===== config.mk =====
export PLATFORM = sky130hd
export DESIGN_NAME = xor_shift_alu
export DESIGN_NICKNAME = d
export VERILOG_FILES = /design/src/rtl/xsa_pkg.sv /design/src/rtl/xsa_shifter.sv /design/src/rtl/xsa_flag_unit.sv /design/src/rtl/xor_shift_alu.sv
export SDC_FILE = /design/constraint.sdc
export NUM_CORES = 1
export LEC_CHECK = 0
export BUFFER_PORTS_ARGS = -buffer_cell sky130_fd_sc_hd__buf_2
export CAP_MARGIN = 20
export CORE_ASPECT_RATIO = 1.75
export CORE_UTILIZATION = 45
export CTS_CLUSTER_SIZE = 10
export DETAILED_ROUTE_END_ITERATION = 16
export PLACE_DENSITY = 0.68
export SETUP_SLACK_MARGIN = 0.02
export SLEW_MARGIN = 20
export SYNTH_ARGS = -nofsm -noshare
export SYNTH_HDL_FRONTEND = slang
export SYNTH_SLANG_ARGS = --single-unit

===== constraint.sdc =====
create_clock -name clk_i -period 0.8 [get_ports clk_i]
set_input_delay 0.08 -clock clk_i [delete_from_list [all_inputs] [get_ports clk_i]]
set_output_delay 0.08 -clock clk_i [all_outputs]
set_load 0.02 [all_outputs]

===== src/rtl/xsa_pkg.sv =====
package xsa_pkg;
  typedef enum logic [1:0] {
    SH_LSL = 2'b00,
    SH_LSR = 2'b01,
    SH_ASR = 2'b10,
    SH_ROR = 2'b11
  } sh_kind_e;

  typedef struct packed {
    logic n;
    logic z;
    logic c;
    logic v;
  } flags_t;
endpackage


===== src/rtl/xsa_shifter.sv =====
module xsa_shifter
  import xsa_pkg::*;
#(
  parameter int DATA_W = 32,
  localparam int AMT_W = $clog2(DATA_W)
) (
  input  logic [DATA_W-1:0] val_i,
  input  sh_kind_e          kind_i,
  input  logic [AMT_W-1:0]  amt_i,
  input  logic              cin_i,
  output logic [DATA_W-1:0] val_o,
  output logic              cout_o
);
  localparam int MSB = DATA_W - 1;

  logic [AMT_W-1:0]         amt_m1;
  logic [DATA_W-1:0]        lsl_pre, lsr_pre, ror_val;
  logic signed [DATA_W-1:0] asr_pre;

  // shift by amount-1 so the last bit out sits at an edge
  assign amt_m1  = amt_i - 1'b1;
  assign lsl_pre = val_i << amt_m1;
  assign lsr_pre = val_i >> amt_m1;
  assign asr_pre = $signed(val_i) >>> amt_m1;
  assign ror_val = (val_i >> amt_i) | (val_i << (DATA_W - int'(amt_i)));

  always_comb begin
    val_o  = val_i;
    cout_o = cin_i;
    unique case (kind_i)
      SH_LSL: if (amt_i != '0) begin
        val_o  = lsl_pre << 1;
        cout_o = lsl_pre[MSB];
      end
      SH_LSR: if (amt_i == '0) begin
        val_o  = '0;
        cout_o = val_i[MSB];
      end else begin
        val_o  = lsr_pre >> 1;
        cout_o = lsr_pre[0];
      end
      SH_ASR: if (amt_i == '0) begin
        val_o  = {DATA_W{val_i[MSB]}};
        cout_o = val_i[MSB];
      end else begin
        val_o  = $unsigned(asr_pre >>> 1);
        cout_o = asr_pre[0];
      end
      SH_ROR: if (amt_i == '0) begin
        val_o  = {cin_i, val_i[MSB:1]};
        cout_o = val_i[0];
      end else begin
        val_o  = ror_val;
        cout_o = lsr_pre[0];
      end
      default: ;
    endcase
  end
endmodule


===== src/rtl/xsa_flag_unit.sv =====
module xsa_flag_unit
  import xsa_pkg::*;
#(
  parameter int DATA_W = 32
) (
  input  logic [DATA_W-1:0] res_i,
  input  logic              cout_i,
  input  logic              set_i,
  input  flags_t            cur_i,
  output flags_t            nxt_o
);
  always_comb begin
    nxt_o = cur_i;
    if (set_i) begin
      nxt_o.n = res_i[DATA_W-1];
      nxt_o.z = (res_i == '0);
      nxt_o.c = cout_i;
    end
  end
endmodule


===== src/rtl/xor_shift_alu.sv =====
module xor_shift_alu
  import xsa_pkg::*;
#(
  parameter int DATA_W  = 32,
  parameter bit REG_OUT = 1'b1,
  localparam int AMT_W  = $clog2(DATA_W)
) (
  input  logic              clk_i,
  input  logic              rst_ni,
  input  logic [DATA_W-1:0] op_a_i,
  input  logic [DATA_W-1:0] op_b_i,
  input  logic [1:0]        sh_type_i,
  input  logic [AMT_W-1:0]  sh_amt_i,
  input  logic              set_flags_i,
  input  logic [3:0]        flags_i,
  output logic [DATA_W-1:0] result_o,
  output logic [3:0]        flags_o
);
  logic [DATA_W-1:0] shifted, xor_res;
  logic              sh_cout;
  flags_t            cur_flags, nxt_flags;

  assign cur_flags = flags_t'(flags_i);

  xsa_shifter #(.DATA_W(DATA_W)) u_shifter (
    .val_i  (op_b_i),
    .kind_i (sh_kind_e'(sh_type_i)),
    .amt_i  (sh_amt_i),
    .cin_i  (cur_flags.c),
    .val_o  (shifted),
    .cout_o (sh_cout)
  );

  assign xor_res = op_a_i ^ shifted;

  xsa_flag_unit #(.DATA_W(DATA_W)) u_flags (
    .res_i  (xor_res),
    .cout_i (sh_cout),
    .set_i  (set_flags_i),
    .cur_i  (cur_flags),
    .nxt_o  (nxt_flags)
  );

  generate
    if (REG_OUT) begin : g_reg
      always_ff @(posedge clk_i or negedge rst_ni) begin
        if (!rst_ni) begin
          result_o <= '0;
          flags_o  <= '0;
        end else begin
          result_o <= xor_res;
          flags_o  <= nxt_flags;
        end
      end
    end else begin : g_comb
      assign result_o = xor_res;
      assign flags_o  = nxt_flags;
    end
  endgenerate
endmodule


==> results by group, run 1 <==
Run status
  • Status: aborted with a tool error
  • Halt Stage: 5_1_grt
  • Err: [ERROR GRT-0116] Global routing finished with congestion. Check the congestion regions in the DRC Viewer.

Floorplanning
  • Initial core utilization: 46.1%
  • Die W: 114 um
  • # rows: 71
  • Die height: 199 um
  • # IOs: 114

Synthesis
  • Synthesized cell area: 9950 um2
  • Post-synth EDFFs: 0
  • Ys Warns: 0
  • Ys async rst share: 100%
  • FF+latch count, synth: 36
  • Yosys top cell by area: mux4_2
  • Synth Instances: 1177
  • Most frequent cell after synthesis: mux2i_1
  • Post-synth top cells: mux2i_1, nand2_1, mux4_2
  • Cell variety after synth: 89
  • Post-synthesis average cell area: 8.46 um2
  • Seq/Total Area, Yosys: 9.05%
  • Synth top area share: 18.8%
  • Net count after synthesis: 1257
  • Top_reg_cell synth: dfrtp_1
  • Top cells by area, synth: mux4_2, mux2i_1, dfrtp_1

Clock network
  • Root buffer cell: clkbuf_16
  • H-tree Lvls: 2
  • TritonCTS buffer count: 5
  • CTS sink cnt: 36
  • Clock Path Buffers: 2

Global route
  • First-pass GRT wire length: 136 mm
  • GRT Util Overall: 79.5%
  • Total gr overflow: 265
  • Vias in the first global route: 18100
  • Largest net degree at the start of global routing: 37

Placed design
  • DP Worst Slack: -3150 ps
  • Buffers on Ports: 113
  • Placer Congestion: 1.18
  • Post-DP HPWL: 54.5 mm
  • Post-Place Cells: 1977
==> cell families after synthesis <==
group                    Yosys count  share of synthesized area, %
adder cells (fa/ha/maj)            2                         0.251
multiplexers                     246                          36.2
buffers and inverters            165                          8.45
AND/OR/NAND/NOR                  320                          16.0
AO/OA/AOI/OAI                    377                          27.2
flip-flops                        36                          9.05
XOR/XNOR                          31                          2.92
==> through the flow <==
step / utilization, % / area [um2]
floorplan: - / 10300
global placement: 67.9 / 14700
detailed placement: 67.9 / 14700
CTS: 77.6 / 16800
==> repair_timing <==
item | CTS
hold buffers | 2
setup buffers | 61
setup endpoints to repair | 71
resized for setup | 298
pin swaps | 99
gates cloned | 6
endpoints found under the hold margin | 37
==> layer usage <==
metal,GRT usage [%],overflow
met1,78.9,0
met4,81.8,115
met2,96.9,145
met5,21.4,0
met3,62.9,5
==> inputs of run 2 (changes only) <==
--- a/config.mk
+++ b/config.mk
@@ -7,12 +7,9 @@
 export LEC_CHECK = 0
 export BUFFER_PORTS_ARGS = -buffer_cell sky130_fd_sc_hd__buf_2
 export CAP_MARGIN = 20
-export CORE_ASPECT_RATIO = 1.75
-export CORE_UTILIZATION = 45
-export CTS_CLUSTER_SIZE = 10
+export CORE_UTILIZATION = 30
 export DETAILED_ROUTE_END_ITERATION = 16
-export PLACE_DENSITY = 0.68
-export SETUP_SLACK_MARGIN = 0.02
+export PLACE_DENSITY_LB_ADDON = 0.15
 export SLEW_MARGIN = 20
 export SYNTH_ARGS = -nofsm -noshare
 export SYNTH_HDL_FRONTEND = slang
==> run 2 against run 1 <==
Against the previous run:
- the flow now finishes, with violations (negative hold slack, negative setup slack)
- synthesized cell count is the same
- synthesized area is the same
==> results by group, run 2 <==
Clock network
  • Clock-pin transition on the worst setup and hold timing paths: 50 ps
  • CTS sink cnt: 36 (unchanged)
  • H-tree Lvls: 2 (unchanged)
  • TritonCTS clock tree: yes
  • Clock Path Buffers: 2 (unchanged)
  • Root buffer cell: clkbuf_16
  • TritonCTS buffer count: 5 (unchanged)

Global route
  • Initial antenna violation count: 0
  • Total gr overflow: 0
  • Vias in the first global route: 13500
  • GRT Util Overall: 41.3%
  • Largest net degree at the start of global routing: 37
  • First-pass GRT wire length: 99.3 mm

Floorplanning
  • Die W: 184 um (+61%)
  • Die height: 184 um (-7.3%)
  • # IOs: 114 (unchanged)
  • Initial core utilization: 30.5% (-16 points)
  • Core area: 32600 um2
  • Die ar.: 33900 um2
  • # rows: 66 (-7.0%)

STA
  • Fin Hold WS: -0.565 ps
  • Max Clock Freq: 0.304 GHz
  • Worst slew pin tran: 720 ps
  • Clock period minus worst slack: 3290 ps
  • Final hold vios: 1
  • Max-slew violation count: 0
  • Final worst slack: -2490 ps
  • RSZ-0062 raised after global routing: yes
  • Slew headroom: 51.7%
  • Final setup violation count: 71
  • Tcrit/Tclk final: 412%

Detailed routing
  • WL/cell: 32.2 um
  • DRC Markers: 0
  • DR vias: 14200
  • TritonRoute pass-1 iters: 6
  • Post-Route WL: 71.1 mm
  • Violation count after the first detailed-route iteration: 1984
  • Final ANT Viol Nets: 0
  • Vias per Instance: 6.43

Finish
  • Layout area overhead: 75.5%
  • Top Registers: result_o: 32 flops, flags_o: 4 flops
  • # nets final: 1846
  • FILL cells: 3050
  • Max reg flops: 32
  • Commonest non-fill, non-tap cell in the layout: buf_4
  • Biggest register: result_o
  • Diodes inserted: 0
  • Final Util: 53.6%
  • Most frequent cells in the layout: buf_4, nand2_1, mux2i_1, mux4_2, buf_6
  • Final Non-Filler Cells: 2209
  • Layout cells sized above 1: 60.0%
  • Fin area: 17500 um2

Worst setup path
  • Max Fanout on Critical Path: 7
  • CP Class: input port to register
  • Worst EP arrival: 3480 ps
  • CP Capture Type: register
  • CP startpoint kind: input port
  • Worst EP required: 990 ps
  • Start point of the critical path: sh_amt_i[0]

Flow run
  • Max-Cap Viols: 0

Synthesis
  • Net count after synthesis: 1257 (unchanged)
  • Cell variety after synth: 89 (unchanged)
  • Post-synth top cells: mux2i_1, nand2_1, mux4_2
  • Post-synthesis average cell area: 8.46 um2 (unchanged)
  • Most frequent cell after synthesis: mux2i_1
  • Ys Warns: 0 (unchanged)
  • Seq/Total Area, Yosys: 9.05% (unchanged)
  • Post-synth EDFFs: 0 (unchanged)
  • Top cells by area, synth: mux4_2, mux2i_1, dfrtp_1
  • Top_reg_cell synth: dfrtp_1
  • Yosys top cell by area: mux4_2
  • FF+latch count, synth: 36 (unchanged)
  • Synth Instances: 1177 (unchanged)
  • Synthesized cell area: 9950 um2 (unchanged)
  • Synth top area share: 18.8% (unchanged)
  • Ys async rst share: 100% (unchanged)

Worst hold path
  • Worst hold start: op_a_i[3]
  • Hold Crit Class: input port to register
  • Hold Path Stages: 2

Placed design
  • Post-Place Cells: 2134 (+7.9%)
  • Post-DP HPWL: 56.2 mm (+3.1%)
  • Post-DP Area: 15000 um2 (+2.1%)
  • Placer Congestion: 1.05 (-11%)
  • Buffers on Ports: 113 (unchanged)

Power
  • PD cells: 1270 nW/um2
  • Peak supply drop: 1.18 mV
  • Leak pwr: 7.50 nW

Run status
  • Status: finished, violations left
  • Failing checks: negative hold slack, negative setup slack
run 2: final cells by class:
class	count	area (um2)	share of cell area [%]
Clock buffer	5	125	0.716
Clock inverter	3	42.5	0.244
Inverter	16	78.8	0.451
Multi-Input combinational cell	976	9430	54.0
Sequential cell	36	901	5.16
Tap cell	442	553	3.17
Timing Repair Buffer	731	6330	36.3
run 2: cell families (layout without fill, tap and decap cells):
group / after synthesis / after routing / share of synthesized area, %
buf+inv: 165 / 755 / 8.45
fa+ha+maj: 2 / 2 / 0.251
flops: 36 / 36 / 9.05
mux: 246 / 246 / 36.2
compound gates: 377 / 377 / 27.2
simple gates: 320 / 320 / 16.0
xor+xnor: 31 / 31 / 2.92
run 2: layer usage:
| metal | part of all wire, % | track usage [%] |
|---|---|---|
| met5 | 0 | 0 |
| met4 | 6.1 | 18.9 |
| met3 | 11 | 7.86 |
| met2 | 43 | 62.7 |
| met1 | 40 | 56.4 |
run 2: what timing repair did:
action / 4_1_cts / 5_1_grt
cloned: 4 / 1
resized for setup: 261 / 99
buffers inserted: 42 / 29
pin swaps: 58 / 60
endpoints found under the setup margin: 71 / 71
hold endpoints to repair: 38 / 0
hold buffers: 2 / 0
run 2: worst paths after layout:
| kind | endpoint | slack, ps |
|---|---|---|
| min in group asynchronous | result_o[25] | 290 |
| hold / removal | result_o[3] | -0.6 |
| max in group asynchronous | result_o[0] | 320 |
| setup / recovery | flags_o[2] | -2490 |
run 2: metrics by stage:
step	setup TNS, ps	setup WS (ps)	total power [mW]	hold slack (ps)
after floorplan	-79110	-2860	9.16	-216
after global placement	-82160	-2960	16.7	51.7
after detailed placement	-82570	-3010	16.6	52.5
after CTS	-66280	-2450	20.8	-0.304
after global routing	-70560	-2580	22.8	10.1
final	-68400	-2490	22.2	-0.565
run 2: power breakdown:
part / total (mW) / internal, mW / leakage (nW) / switching [mW]
Sequential: 2.36 / 2.19 / 0.423 / 0.178
Combinational: 17.7 / 8.49 / 7.00 / 9.16
Clock: 2.19 / 1.46 / 0.0798 / 0.727
Total: 22.2 / 12.1 / 7.50 / 10.1
run 2: worst max-delay path, cell delays in order:
cell	delay, ps
buf_12	100
inv_16	30
ha_4	340
buf_4	170
mux2_2	360
mux4_2	600
buf_4	200
mux2i_4	220
o221a_2	240
a31oi_2	150
xor2_2	190
nor3_2	210
and4_1	260
nand4_1	130
o31ai_1	200
Power figures use the tool's default switching activity.
